### config.mk
export PLATFORM = sky130hd
export DESIGN_NAME = vga_scanout
export DESIGN_NICKNAME = d
export VERILOG_FILES = /design/src/rtl/vga_scan_pkg.sv /design/src/rtl/vga_htimer.sv /design/src/rtl/vga_vtimer.sv /design/src/rtl/vga_pix_pacer.sv /design/src/rtl/vga_row_fetch.sv /design/src/rtl/vga_scanout.sv
export SDC_FILE = /design/constraint.sdc
export NUM_CORES = 1
export LEC_CHECK = 0
export CAP_MARGIN = 10
export CORE_MARGIN = 4
export CORE_UTILIZATION = 50
export CTS_CLUSTER_DIAMETER = 60
export DETAILED_ROUTE_END_ITERATION = 12
export GPL_ROUTABILITY_DRIVEN = 0
export PLACE_DENSITY = 0.71
export SLEW_MARGIN = 30
export SYNTH_ARGS = -nofsm -noshare
export SYNTH_HDL_FRONTEND = slang
export SYNTH_SLANG_ARGS = --single-unit
### constraint.sdc
create_clock -name clk -period 3.2 [get_ports clk]
set_clock_uncertainty 0.15 [all_clocks]
set_input_delay 0.32 -clock clk [delete_from_list [all_inputs] [get_ports clk]]
set_output_delay 0.32 -clock clk [all_outputs]
set_load 0.05 [all_outputs]
### src/rtl/vga_scan_pkg.sv
package vga_scan_pkg;

  // Width needed to hold values 0..n-1, never less than one bit.
  function automatic int bits_for(input int n);
    return (n > 1) ? $clog2(n) : 1;
  endfunction

  // Number of scan lines that show one stored row.
  localparam int ROW_REPEAT = 4;

  // Bytes per stored row beyond the visible width.
  localparam int ROW_PAD = 3;

endpackage

### src/rtl/vga_htimer.sv
module vga_htimer
  import vga_scan_pkg::*;
#(
  parameter int H_TOTAL     = 2048,
  parameter int H_SYNC      = 144,
  parameter int H_ACT_START = 364
) (
  input  logic clk,
  input  logic rst_n,
  output logic hsync_n,
  output logic line_begin,
  output logic line_start,
  output logic line_end
);
  localparam int HW = bits_for(H_TOTAL);

  logic [HW-1:0] tick;

  always_ff @(posedge clk or negedge rst_n) begin
    if (!rst_n) begin
      tick <= '0;
    end else if (line_end) begin
      tick <= '0;
    end else begin
      tick <= tick + 1'b1;
    end
  end

  assign line_end   = (tick == HW'(H_TOTAL - 1));
  assign line_begin = (tick == '0);
  assign line_start = (tick == HW'(H_ACT_START));
  assign hsync_n    = (tick >= HW'(H_SYNC));

endmodule

### src/rtl/vga_vtimer.sv
module vga_vtimer
  import vga_scan_pkg::*;
#(
  parameter int V_TOTAL     = 625,
  parameter int V_SYNC      = 2,
  parameter int V_ACT_START = 24
) (
  input  logic clk,
  input  logic rst_n,
  input  logic advance,
  output logic vsync_n,
  output logic at_act_top
);
  localparam int VW = bits_for(V_TOTAL);

  logic [VW-1:0] line;

  always_ff @(posedge clk or negedge rst_n) begin
    if (!rst_n) begin
      line <= '0;
    end else if (advance) begin
      if (line == VW'(V_TOTAL - 1)) begin
        line <= '0;
      end else begin
        line <= line + 1'b1;
      end
    end
  end

  assign vsync_n    = (line >= VW'(V_SYNC));
  assign at_act_top = (line == VW'(V_ACT_START));

endmodule

### src/rtl/vga_pix_pacer.sv
module vga_pix_pacer
  import vga_scan_pkg::*;
#(
  parameter int PRE_DIV  = 3,
  parameter int POST_DIV = 3
) (
  input  logic clk,
  input  logic rst_n,
  input  logic en,
  output logic fetch_tick,
  output logic strobe
);
  localparam int PW = bits_for(PRE_DIV);
  localparam int QW = bits_for(POST_DIV);

  logic [PW-1:0] pre;
  logic [QW-1:0] post;
  logic          pre_last;
  logic          post_last;

  assign pre_last  = (pre == PW'(PRE_DIV - 1));
  assign post_last = (post == QW'(POST_DIV - 1));

  always_ff @(posedge clk or negedge rst_n) begin
    if (!rst_n) begin
      pre  <= '0;
      post <= '0;
    end else if (!en) begin
      pre  <= '0;
      post <= '0;
    end else if (pre_last) begin
      pre  <= '0;
      post <= post_last ? '0 : post + 1'b1;
    end else begin
      pre  <= pre + 1'b1;
    end
  end

  assign strobe = en && pre_last && post_last;

  // The fetch request leads the strobe by one clock; where that clock
  // falls depends on whether the prescaler divides at all.
  generate
    if (PRE_DIV >= 2) begin : g_pre_lead
      assign fetch_tick = en && (pre == PW'(PRE_DIV - 2)) && post_last;
    end else begin : g_post_lead
      assign fetch_tick = en && (post == QW'(POST_DIV - 2));
    end
  endgenerate

endmodule

### src/rtl/vga_row_fetch.sv
module vga_row_fetch
  import vga_scan_pkg::*;
#(
  parameter int HSIZE  = 160,
  parameter int VSIZE  = 150,
  parameter int PIX_W  = 8,
  parameter int ADDR_W = 15
) (
  input  logic              clk,
  input  logic              rst_n,
  input  logic              frame_open,
  input  logic              line_start,
  input  logic              fetch_tick,
  input  logic              strobe,
  input  logic [PIX_W-1:0]  rd_data,
  output logic              busy,
  output logic              rd_en,
  output logic [ADDR_W-1:0] rd_addr,
  output logic              pix_valid,
  output logic [PIX_W-1:0]  pix_data,
  output logic              frame_valid,
  output logic              frame_done
);
  localparam int ROW_BYTES = HSIZE + ROW_PAD;
  localparam int IW        = bits_for(ROW_BYTES + 1);
  localparam int RW        = bits_for(VSIZE);
  localparam int PW        = bits_for(ROW_REPEAT);

  logic [IW-1:0]     idx;
  logic [RW-1:0]     row;
  logic [PW-1:0]     rep;
  logic [ADDR_W-1:0] base;
  logic              last_slot;

  assign last_slot = (idx == IW'(ROW_BYTES));
  assign rd_en     = busy && fetch_tick && !last_slot;
  assign rd_addr   = base + ADDR_W'(idx);

  always_ff @(posedge clk or negedge rst_n) begin
    if (!rst_n) begin
      busy        <= 1'b0;
      idx         <= '0;
      row         <= '0;
      rep         <= '0;
      base        <= '0;
      pix_valid   <= 1'b0;
      pix_data    <= '0;
      frame_valid <= 1'b0;
      frame_done  <= 1'b0;
    end else begin
      frame_done <= 1'b0;

      if (frame_open) begin
        frame_valid <= 1'b1;
      end

      if (line_start && frame_valid && !busy) begin
        busy <= 1'b1;
        idx  <= '0;
      end

      if (busy && strobe) begin
        if (last_slot) begin
          busy      <= 1'b0;
          pix_valid <= 1'b0;
          pix_data  <= '0;
          if (rep == PW'(ROW_REPEAT - 1)) begin
            rep <= '0;
            if (row == RW'(VSIZE - 1)) begin
              row         <= '0;
              base        <= '0;
              frame_valid <= 1'b0;
              frame_done  <= 1'b1;
            end else begin
              row  <= row + 1'b1;
              base <= base + ADDR_W'(ROW_BYTES);
            end
          end else begin
            rep <= rep + 1'b1;
          end
        end else begin
          pix_valid <= 1'b1;
          pix_data  <= rd_data;
          idx       <= idx + 1'b1;
        end
      end
    end
  end

endmodule

### src/rtl/vga_scanout.sv
module vga_scanout
  import vga_scan_pkg::*;
#(
  parameter int H_TOTAL     = 2048,
  parameter int H_SYNC      = 144,
  parameter int H_ACT_START = 364,
  parameter int V_TOTAL     = 625,
  parameter int V_SYNC      = 2,
  parameter int V_ACT_START = 24,
  parameter int HSIZE       = 160,
  parameter int VSIZE       = 150,
  parameter int PRE_DIV     = 3,
  parameter int POST_DIV    = 3,
  parameter int PIX_W       = 8,
  parameter int ADDR_W      = bits_for((HSIZE + ROW_PAD) * VSIZE)
) (
  input  logic              clk,
  input  logic              rst_n,
  output logic              hsync_n,
  output logic              vsync_n,
  output logic              mem_rd_en,
  output logic [ADDR_W-1:0] mem_rd_addr,
  input  logic [PIX_W-1:0]  mem_rd_data,
  output logic              pix_valid,
  output logic [PIX_W-1:0]  pix_data,
  output logic              frame_done
);
  logic line_begin;
  logic line_start;
  logic line_end;
  logic at_act_top;
  logic frame_open;
  logic busy;
  logic fetch_tick;
  logic strobe;
  logic frame_valid;

  vga_htimer #(
    .H_TOTAL    (H_TOTAL),
    .H_SYNC     (H_SYNC),
    .H_ACT_START(H_ACT_START)
  ) u_htimer (
    .clk       (clk),
    .rst_n     (rst_n),
    .hsync_n   (hsync_n),
    .line_begin(line_begin),
    .line_start(line_start),
    .line_end  (line_end)
  );

  vga_vtimer #(
    .V_TOTAL    (V_TOTAL),
    .V_SYNC     (V_SYNC),
    .V_ACT_START(V_ACT_START)
  ) u_vtimer (
    .clk       (clk),
    .rst_n     (rst_n),
    .advance   (line_end),
    .vsync_n   (vsync_n),
    .at_act_top(at_act_top)
  );

  assign frame_open = at_act_top && line_begin;

  vga_pix_pacer #(
    .PRE_DIV (PRE_DIV),
    .POST_DIV(POST_DIV)
  ) u_pacer (
    .clk       (clk),
    .rst_n     (rst_n),
    .en        (busy),
    .fetch_tick(fetch_tick),
    .strobe    (strobe)
  );

  vga_row_fetch #(
    .HSIZE (HSIZE),
    .VSIZE (VSIZE),
    .PIX_W (PIX_W),
    .ADDR_W(ADDR_W)
  ) u_fetch (
    .clk        (clk),
    .rst_n      (rst_n),
    .frame_open (frame_open),
    .line_start (line_start),
    .fetch_tick (fetch_tick),
    .strobe     (strobe),
    .rd_data    (mem_rd_data),
    .busy       (busy),
    .rd_en      (mem_rd_en),
    .rd_addr    (mem_rd_addr),
    .pix_valid  (pix_valid),
    .pix_data   (pix_data),
    .frame_valid(frame_valid),
    .frame_done (frame_done)
  );

endmodule

==> qor.csv, run 1 <==
stage,metric,value,unit
logic_synthesis,Mapped Nets,438,
routing,1st-pass router iterations,4,
pwr,Internal,1.29,mW
timing,fmax,329,MHz
critical_path,crit end category,output pin,
timing,Worst Slack Setup Final,163,ps
grt,GRT Overall Usage,20.0,%
routing,Vias,3167,
logic_synthesis,post-synthesis instance area,3900,um2
floorplanning,Die Area,9290,um2
floorplanning,Core Footprint,7410,um2
pwr,Leak,2.10,nW
routing,number of routed nets with antenna violations,0,
logic_synthesis,Synth Flop Type,dfrtp_1,
pwr,NetSw,0.339,mW
clock_tree,Clock Tree Root,clkbuf_8,
critical_path,R2R Path Start,u_fetch.idx[3],
clock_tree,clk_lat worst skew,350,ps
critical_path,Crit path arrival time,2570,ps
pwr,maximum vdd drop,0.285,mV
floorplanning,Horiz. Die Dim,96.4,um
clock_tree,# Post-CTS Setup Buffers,0,
finish,ANT cells,0,
finish,Non-Filler Instances,556,
timing,crit path time final,3040,ps
routing,Vias/cell,5.70,
routing,Post-route DRC,0,
timing,Final Setup Violations,0,
floorplanning,Die H,96.4,um
grt,largest net degree at the start of global routing,37,
clock_tree,"Reg clk slew, reported paths",70,ps
finish,share of layout cells above drive strength 1,9.63,%
timing,crit share post-route,94.9,%
floorplanning,Rows,31,
finish,Layout Nets,483,
timing,Slew Limit Headroom,45.9,%
clock_tree,clock sink total,70,
pwr,Sw Share,20.8,%
timing,worst-margin pin slew,805,ps
grt,initial antenna violation count,0,
logic_synthesis,"EDFF count, synth",0,
finish,Synth-to-Final Area Change,20.0,%
outcome,status,"finished, final reports clean",
critical_path,worst reg2reg path depth,6,
worst_hold_path,hold_sp,u_fetch.row[7],
run,# Max-Cap Violations,0,
clock_tree,CTS tree,yes,
clock_tree,htree depth,3,
grt,"Remaining Overflow, GRT",0,
timing,RSZ-0062 raised after global routing,no,
critical_path,CP Launch Type,flop,
finish,most frequent cells in the layout,"dfrtp_1, o21ai_0, nand2_1, nor2_1, clkdlybuf4s50_1",
worst_hold_path,hold path depth,1,
pwr,combinational share of power,1.8,%
placed_design,PortBufs,37,
placed_design,dpl cells,541,
timing,Final Hold Vio Count,0,
routing,Routed WL,8250,um
pwr,Pwr per Cell Area,348,nW/um2
critical_path,FF-to-FF setup slack,790,ps
placed_design,Detail Placement HPWL,5970,um
timing,setup TNS,0,ps
worst_hold_path,Min-Delay Endpoint,u_fetch.row[7],
critical_path,critical path class,reg -> out,
placed_design,pre-CTS setup slack,348,ps
logic_synthesis,Cells after Synth,409,
critical_path,Reg-to-Reg End,u_fetch.base[14],
finish,"commonest non-fill, non-tap cell in the layout",dfrtp_1,
logic_synthesis,yosys warns,0,
floorplanning,Initial Utilization,52.7,%
worst_hold_path,Hold WC Path Type,reg -> reg,
grt,first-pass GRT wire length,14300,um
logic_synthesis,synthesized area per cell,9.54,um2
pwr,power share of the sequential group,54.2,%
clock_tree,Max Buffers Root-to-Sink,2,
clock_tree,CTS Buf Count,9,
routing,Starting DRT DRC Count,176,
grt,vias in the first global route,3121,
routing,WL per Instance,14.8,um
floorplanning,num ports,38,
logic_synthesis,post-synth cell types,48,
pwr,clock share of power,43.9,%
critical_path,Critical Path RT,2730,ps
logic_synthesis,"flops & latches, synth",70,
logic_synthesis,"FFs w/ async S/R, synth",100,%
logic_synthesis,post-synthesis sequential area ratio,44.9,%
timing,"Slew Viols, Final",0,
critical_path,largest fanout on the critical path,5,
worst max-delay path, stage by stage (launching register included):
cell,delay [ps]
dfrtp_1,400
ha_1,200
inv_1,60
fa_1,400
nor2b_1,160
o31a_1,240
o31ai_4,110
a211oi_2,220
xor2_1,260
buf_12,170
worst max-delay path by stage:
stage                                from              end  slack, ps  depth (start not counted)
final                     u_fetch.base[0]  mem_rd_addr[10]        160                          9
after global routing      u_fetch.base[0]  mem_rd_addr[10]         10                          9
after CTS                  u_fetch.idx[1]   mem_rd_addr[5]        0.2                          6
after global placement    u_fetch.base[0]   mem_rd_addr[8]        420                          9
after floorplan           u_fetch.base[0]   mem_rd_addr[8]        230                          8
after detailed placement  u_fetch.base[0]   mem_rd_addr[8]        350                          9
layout make-up:
| type | count | area [um2] |
|---|---|---|
| well taps | 99 | 124 |
| multi-input cells | 308 | 2060 |
| clock buffers | 13 | 159 |
| flip-flops and latches | 70 | 1750 |
| inverters | 18 | 67.6 |
| repair buffers | 47 | 493 |
| clock inverters | 1 | 30.0 |
| fillers | 604 | 2720 |
repair_timing:
item / in CTS / in global routing
hold buffers: 1 / 0
resized for setup: 1 / 7
cloned: 0 / 0
pin swaps: 0 / 1
hold endpoints to repair: 70 / 0
endpoints found under the setup margin: 4 / 6
per-layer routing:
metal / vias to the layer above / global-route usage [%] / part of all wire (%)
met4: 0 / 7.01 / 1.4
met2: 64 / 32.7 / 48
met1: 1525 / 25.8 / 47
met3: 10 / 5.24 / 4.0
li1: 1568 / - / -
met5: - / 0 / 0
logic make-up (layout without fill, tap and decap cells):
logic type      count (synthesis)  in the layout  share of synthesized area [%]
xor+xnor                       23             23                           5.16
compound gates                108            108                           17.4
flops                          70             70                           44.9
buf+inv                        31             79                           3.20
simple gates                  153            153                           21.7
mux                             5              5                           1.35
fa+ha+maj                      19             19                           6.28
synthesized netlist by cell type, types with 2 or more instances:
master | n | area, um2
o21ai_0 | 43 | 215
o21a_1 | 4 | 30.0
nand4_1 | 9 | 56.3
clkbuf_1 | 11 | 41.3
o21bai_1 | 2 | 15.0
and3b_1 | 2 | 17.5
a22o_1 | 9 | 78.8
a21boi_0 | 2 | 15.0
nand3b_1 | 2 | 15.0
nand3_1 | 19 | 95.1
a211oi_1 | 4 | 30.0
nor2b_1 | 8 | 50.1
and2_1 | 3 | 18.8
nor3b_1 | 3 | 22.5
nand2b_4 | 2 | 27.5
nand4b_1 | 2 | 17.5
mux2_2 | 2 | 22.5
o31ai_1 | 20 | 150
or2_2 | 2 | 12.5
a21oi_1 | 11 | 55.1
ha_1 | 18 | 225
nor4b_1 | 3 | 26.3
nor2_1 | 28 | 105
nor4_1 | 3 | 18.8
nand2b_1 | 7 | 43.8
a31oi_1 | 7 | 43.8
inv_1 | 18 | 67.6
a21o_1 | 3 | 22.5
or3_1 | 3 | 18.8
nor3_1 | 11 | 55.1
mux2i_1 | 3 | 30.0
and3_1 | 10 | 62.6
xor2_1 | 11 | 96.3
dfrtp_1 | 70 | 1750
nand2_1 | 30 | 113
xnor2_1 | 12 | 105
stage by stage:
| stage | utilization [%] | total power, mW | hold slack [ps] | instance area [um2] |
|---|---|---|---|---|
| 6_report | 63.2 | 1.63 | 343 | 4690 |
| 5_1_grt | 63.2 | 1.70 | 371 | 4690 |
| 4_1_cts | 62.8 | 1.65 | 338 | 4660 |
| 3_5_place_dp | 60.1 | 0.932 | 245 | 4450 |
| 3_3_place_gp | 60.1 | 0.931 | 244 | 4450 |
| 2_1_floorplan | - | 0.902 | -126 | 3900 |
power groups by stage:
stage               sequential, mW  combinational [mW]  clock (mW)
finish                       0.884              0.0297       0.716
global route                 0.884              0.0345       0.778
CTS                          0.884              0.0315       0.732
detailed placement           0.901              0.0306           0
global placement             0.901              0.0301           0
registers in the layout (all words and copies together), names as in the netlist:
name / count
u_fetch.busy: 1
u_fetch.base: 15
u_fetch.row: 8
u_fetch.pix_valid: 1
u_fetch.frame_valid: 1
u_fetch.idx: 8
u_pacer.post: 2
u_htimer.tick: 11
u_fetch.pix_data: 8
u_pacer.pre: 2
u_vtimer.line: 10
u_fetch.frame_done: 1
u_fetch.rep: 2
Note: power is estimated with default switching activity, not from simulation.
==> inputs of run 2 (changes only) <==
--- a/config.mk
+++ b/config.mk
@@ -10,8 +10,8 @@
 export CORE_UTILIZATION = 50
 export CTS_CLUSTER_DIAMETER = 60
 export DETAILED_ROUTE_END_ITERATION = 12
+export DONT_BUFFER_PORTS = 1
 export GPL_ROUTABILITY_DRIVEN = 0
-export PLACE_DENSITY = 0.71
 export SLEW_MARGIN = 30
 export SYNTH_ARGS = -nofsm -noshare
 export SYNTH_HDL_FRONTEND = slang
==> run 2 against run 1 <==
Via count decreased by 2.1%. Hold slack got worse by 27 ps. Setup slack improved by 48 ps. Non-clock buffer count decreased by 16. Die area unchanged. Clock-buffer cell count decreased by 4. Highest routed layer unchanged.
==> qor.csv, run 2 (synthesis results as in run 1) <==
stage,metric,value,unit,change
outcome,status,"finished, final reports clean",,
finish,largest register by flop count,u_fetch.base,,
finish,ANT cells,0,,unchanged
grt,grt met3 use,5.16,%,-0.078 points
routing,number of routed nets with antenna violations,0,,unchanged
grt,GRT busiest layer,met2,,
routing,WL per Instance,14.9,um,+0.47%
critical_path,crit end category,output pin,,
run,# Max-Cap Violations,0,,unchanged
floorplanning,num ports,38,,unchanged
timing,worst-margin pin slew,845,ps,+40.1 ps
worst_hold_path,Hold WC Path Type,reg -> reg,,
worst_hold_path,Min-Delay Endpoint,u_pacer.pre[0],,
clock_tree,clk_lat worst skew,340,ps,about the same
routing,1st-pass router iterations,4,,unchanged
finish,share of layout cells above drive strength 1,12.2,%,+2.6 points
grt,Global Route met2 Usage,31.6,%,-1.1 points
clock_tree,htree depth,3,,unchanged
timing,Final Setup Violations,0,,unchanged
floorplanning,Rows,31,,unchanged
critical_path,worst reg2reg path depth,5,,-1
worst_hold_path,hold path depth,1,,unchanged
finish,post-layout instance area,4510,um2,-3.8%
routing,Routed WL,8080,um,-2.1%
clock_tree,Max Buffers Root-to-Sink,2,,unchanged
finish,FILL cells,661,,+9.4%
grt,"Remaining Overflow, GRT",0,,unchanged
critical_path,Crit path arrival time,2520,ps,-50 ps
critical_path,FF-to-FF setup slack,670,ps,-120 ps
finish,most frequent cells in the layout,"dfrtp_1, o21ai_0, nand2_1, nor2_1, buf_4",,
floorplanning,Horiz. Die Dim,96.4,um,unchanged
grt,largest net degree at the start of global routing,71,,+92%
floorplanning,Core Footprint,7410,um2,unchanged
critical_path,largest fanout on the critical path,5,,unchanged
clock_tree,clock sink total,70,,unchanged
critical_path,R2R Path Start,u_fetch.idx[3],,
placed_design,PortBufs,0,,-100%
timing,Slew Limit Headroom,43.2,%,-2.7 points
placed_design,placed instance area,4130,um2,-7.2%
grt,GRT Overall Usage,18.9,%,-1.1 points
timing,"Slew Viols, Final",0,,unchanged
clock_tree,CTS Buf Count,9,,unchanged
floorplanning,Initial Utilization,52.7,%,unchanged
finish,"commonest non-fill, non-tap cell in the layout",dfrtp_1,,
grt,first-pass GRT wire length,13600,um,-4.7%
critical_path,CP Launch Type,flop,,
clock_tree,CTS tree,yes,,
pwr,maximum vdd drop,0.202,mV,-29%
grt,initial antenna violation count,0,,unchanged
timing,fmax,335,MHz,+1.6%
pwr,Leak,2.01,nW,-4.4%
routing,Post-route DRC,0,,unchanged
timing,RSZ-0062 raised after global routing,no,,
critical_path,Reg-to-Reg End,u_fetch.row[1],,
floorplanning,Die H,96.4,um,unchanged
placed_design,Detail Placement HPWL,5660,um,-5.2%
grt,grt met1 use,24.0,%,-1.8 points
worst_hold_path,hold_sp,u_pacer.pre[0],,
timing,setup TNS,0,ps,unchanged
routing,Starting DRT DRC Count,104,,-41%
critical_path,critical path class,reg -> out,,
floorplanning,Die Area,9290,um2,unchanged
finish,Layout Nets,467,,-3.3%
finish,Largest regs,"u_fetch.base (15), u_htimer.tick (11), u_vtimer.line (10)",,
routing,Vias/cell,5.72,,+0.38%
finish,number of flip-flops in the largest register,15,,unchanged
timing,crit path time final,2990,ps,-48.2 ps
timing,Final Hold Vio Count,0,,unchanged
critical_path,Critical Path RT,2730,ps,about the same
finish,Synth-to-Final Area Change,15.5,%,
timing,Worst Hold Slack,316,ps,-27.4 ps
timing,crit share post-route,93.4,%,-1.5 points
clock_tree,Clock Tree Root,clkbuf_8,,
pwr,Pwr per Cell Area,378,nW/um2,+8.6%
grt,vias in the first global route,2949,,-5.5%
pwr,total chip power,1.70,mW,+4.5%
clock_tree,"Reg clk slew, reported paths",80,ps,about the same
routing,Vias,3099,,-2.1%
[run 2: cell count changes in the layout (fill, tap and decap cells not counted), sizes merged]
cell,before,now
clkinv,0,2
dlymetal6s2s,3,0
dlygate4sd3,1,9
clkinvlp,0,2
inv,18,19
clkdlybuf4s50,25,0
bufinv,1,2
clkbuf,13,9
buf,18,22
[run 2: area by class of cell]
cell class,instances,area (um2),area share (%)
inverters,18,67.6,1.50
clock buffers,9,124,2.75
multi-input cells,308,2070,45.9
well taps,99,124,2.75
repair buffers,31,275,6.10
clock inverters,7,97.6,2.16
flip-flops and latches,70,1750,38.8
[run 2: stage by stage]
step | cells | utilization, % | setup slack (ps)
floorplan | 409 | - | 233
finish | 542 | 60.9 | 211
global route | 542 | 60.9 | 3.60
CTS | 541 | 60.4 | 61.6
detailed placement | 515 | 55.8 | 446
global placement | 515 | 55.8 | 499
[run 2: repair_timing]
action / 4_1_cts / 5_1_grt
gates resized for setup: 0 / 6
hold endpoints to repair: 78 / 0
hold buffers: 10 / 0
setup endpoints to repair: 0 / 5
buffers inserted: 0 / 1
[run 2: power by group]
| part | internal, mW | switching (mW) | leakage, nW |
|---|---|---|---|
| clock network | 0.441 | 0.349 | 0.106 |
| registers | 0.884 | 0 | 0.964 |
| logic | 0.0108 | 0.0188 | 0.937 |
[run 2: how the worst max path moves through the flow]
| stage | startpoint | end | cells after the start |
|---|---|---|---|
| final | u_fetch.idx[1] | mem_rd_addr[9] | 7 |
| after global routing | u_fetch.idx[0] | mem_rd_addr[10] | 9 |
| after CTS | u_fetch.base[0] | mem_rd_addr[8] | 9 |
| after detailed placement | u_fetch.base[0] | mem_rd_addr[8] | 9 |
| after global placement | u_fetch.base[0] | mem_rd_addr[8] | 9 |
| after floorplan | u_fetch.base[0] | mem_rd_addr[8] | 8 |
[run 2: critical path, stage by stage, from the launching register on]
cell      delay, ps
dfrtp_1         460
ha_1            330
a211oi_1        340
o211ai_1        170
a31oi_1         360
nand2b_1        180
xnor2_1         130
buf_4           220
[run 2: per-layer routing]
layer	up-vias	part of all wire, %
li1	1536	-
met1	1504	46
met2	50	49
met3	9	3.9
met4	0	1.1
met5	-	0
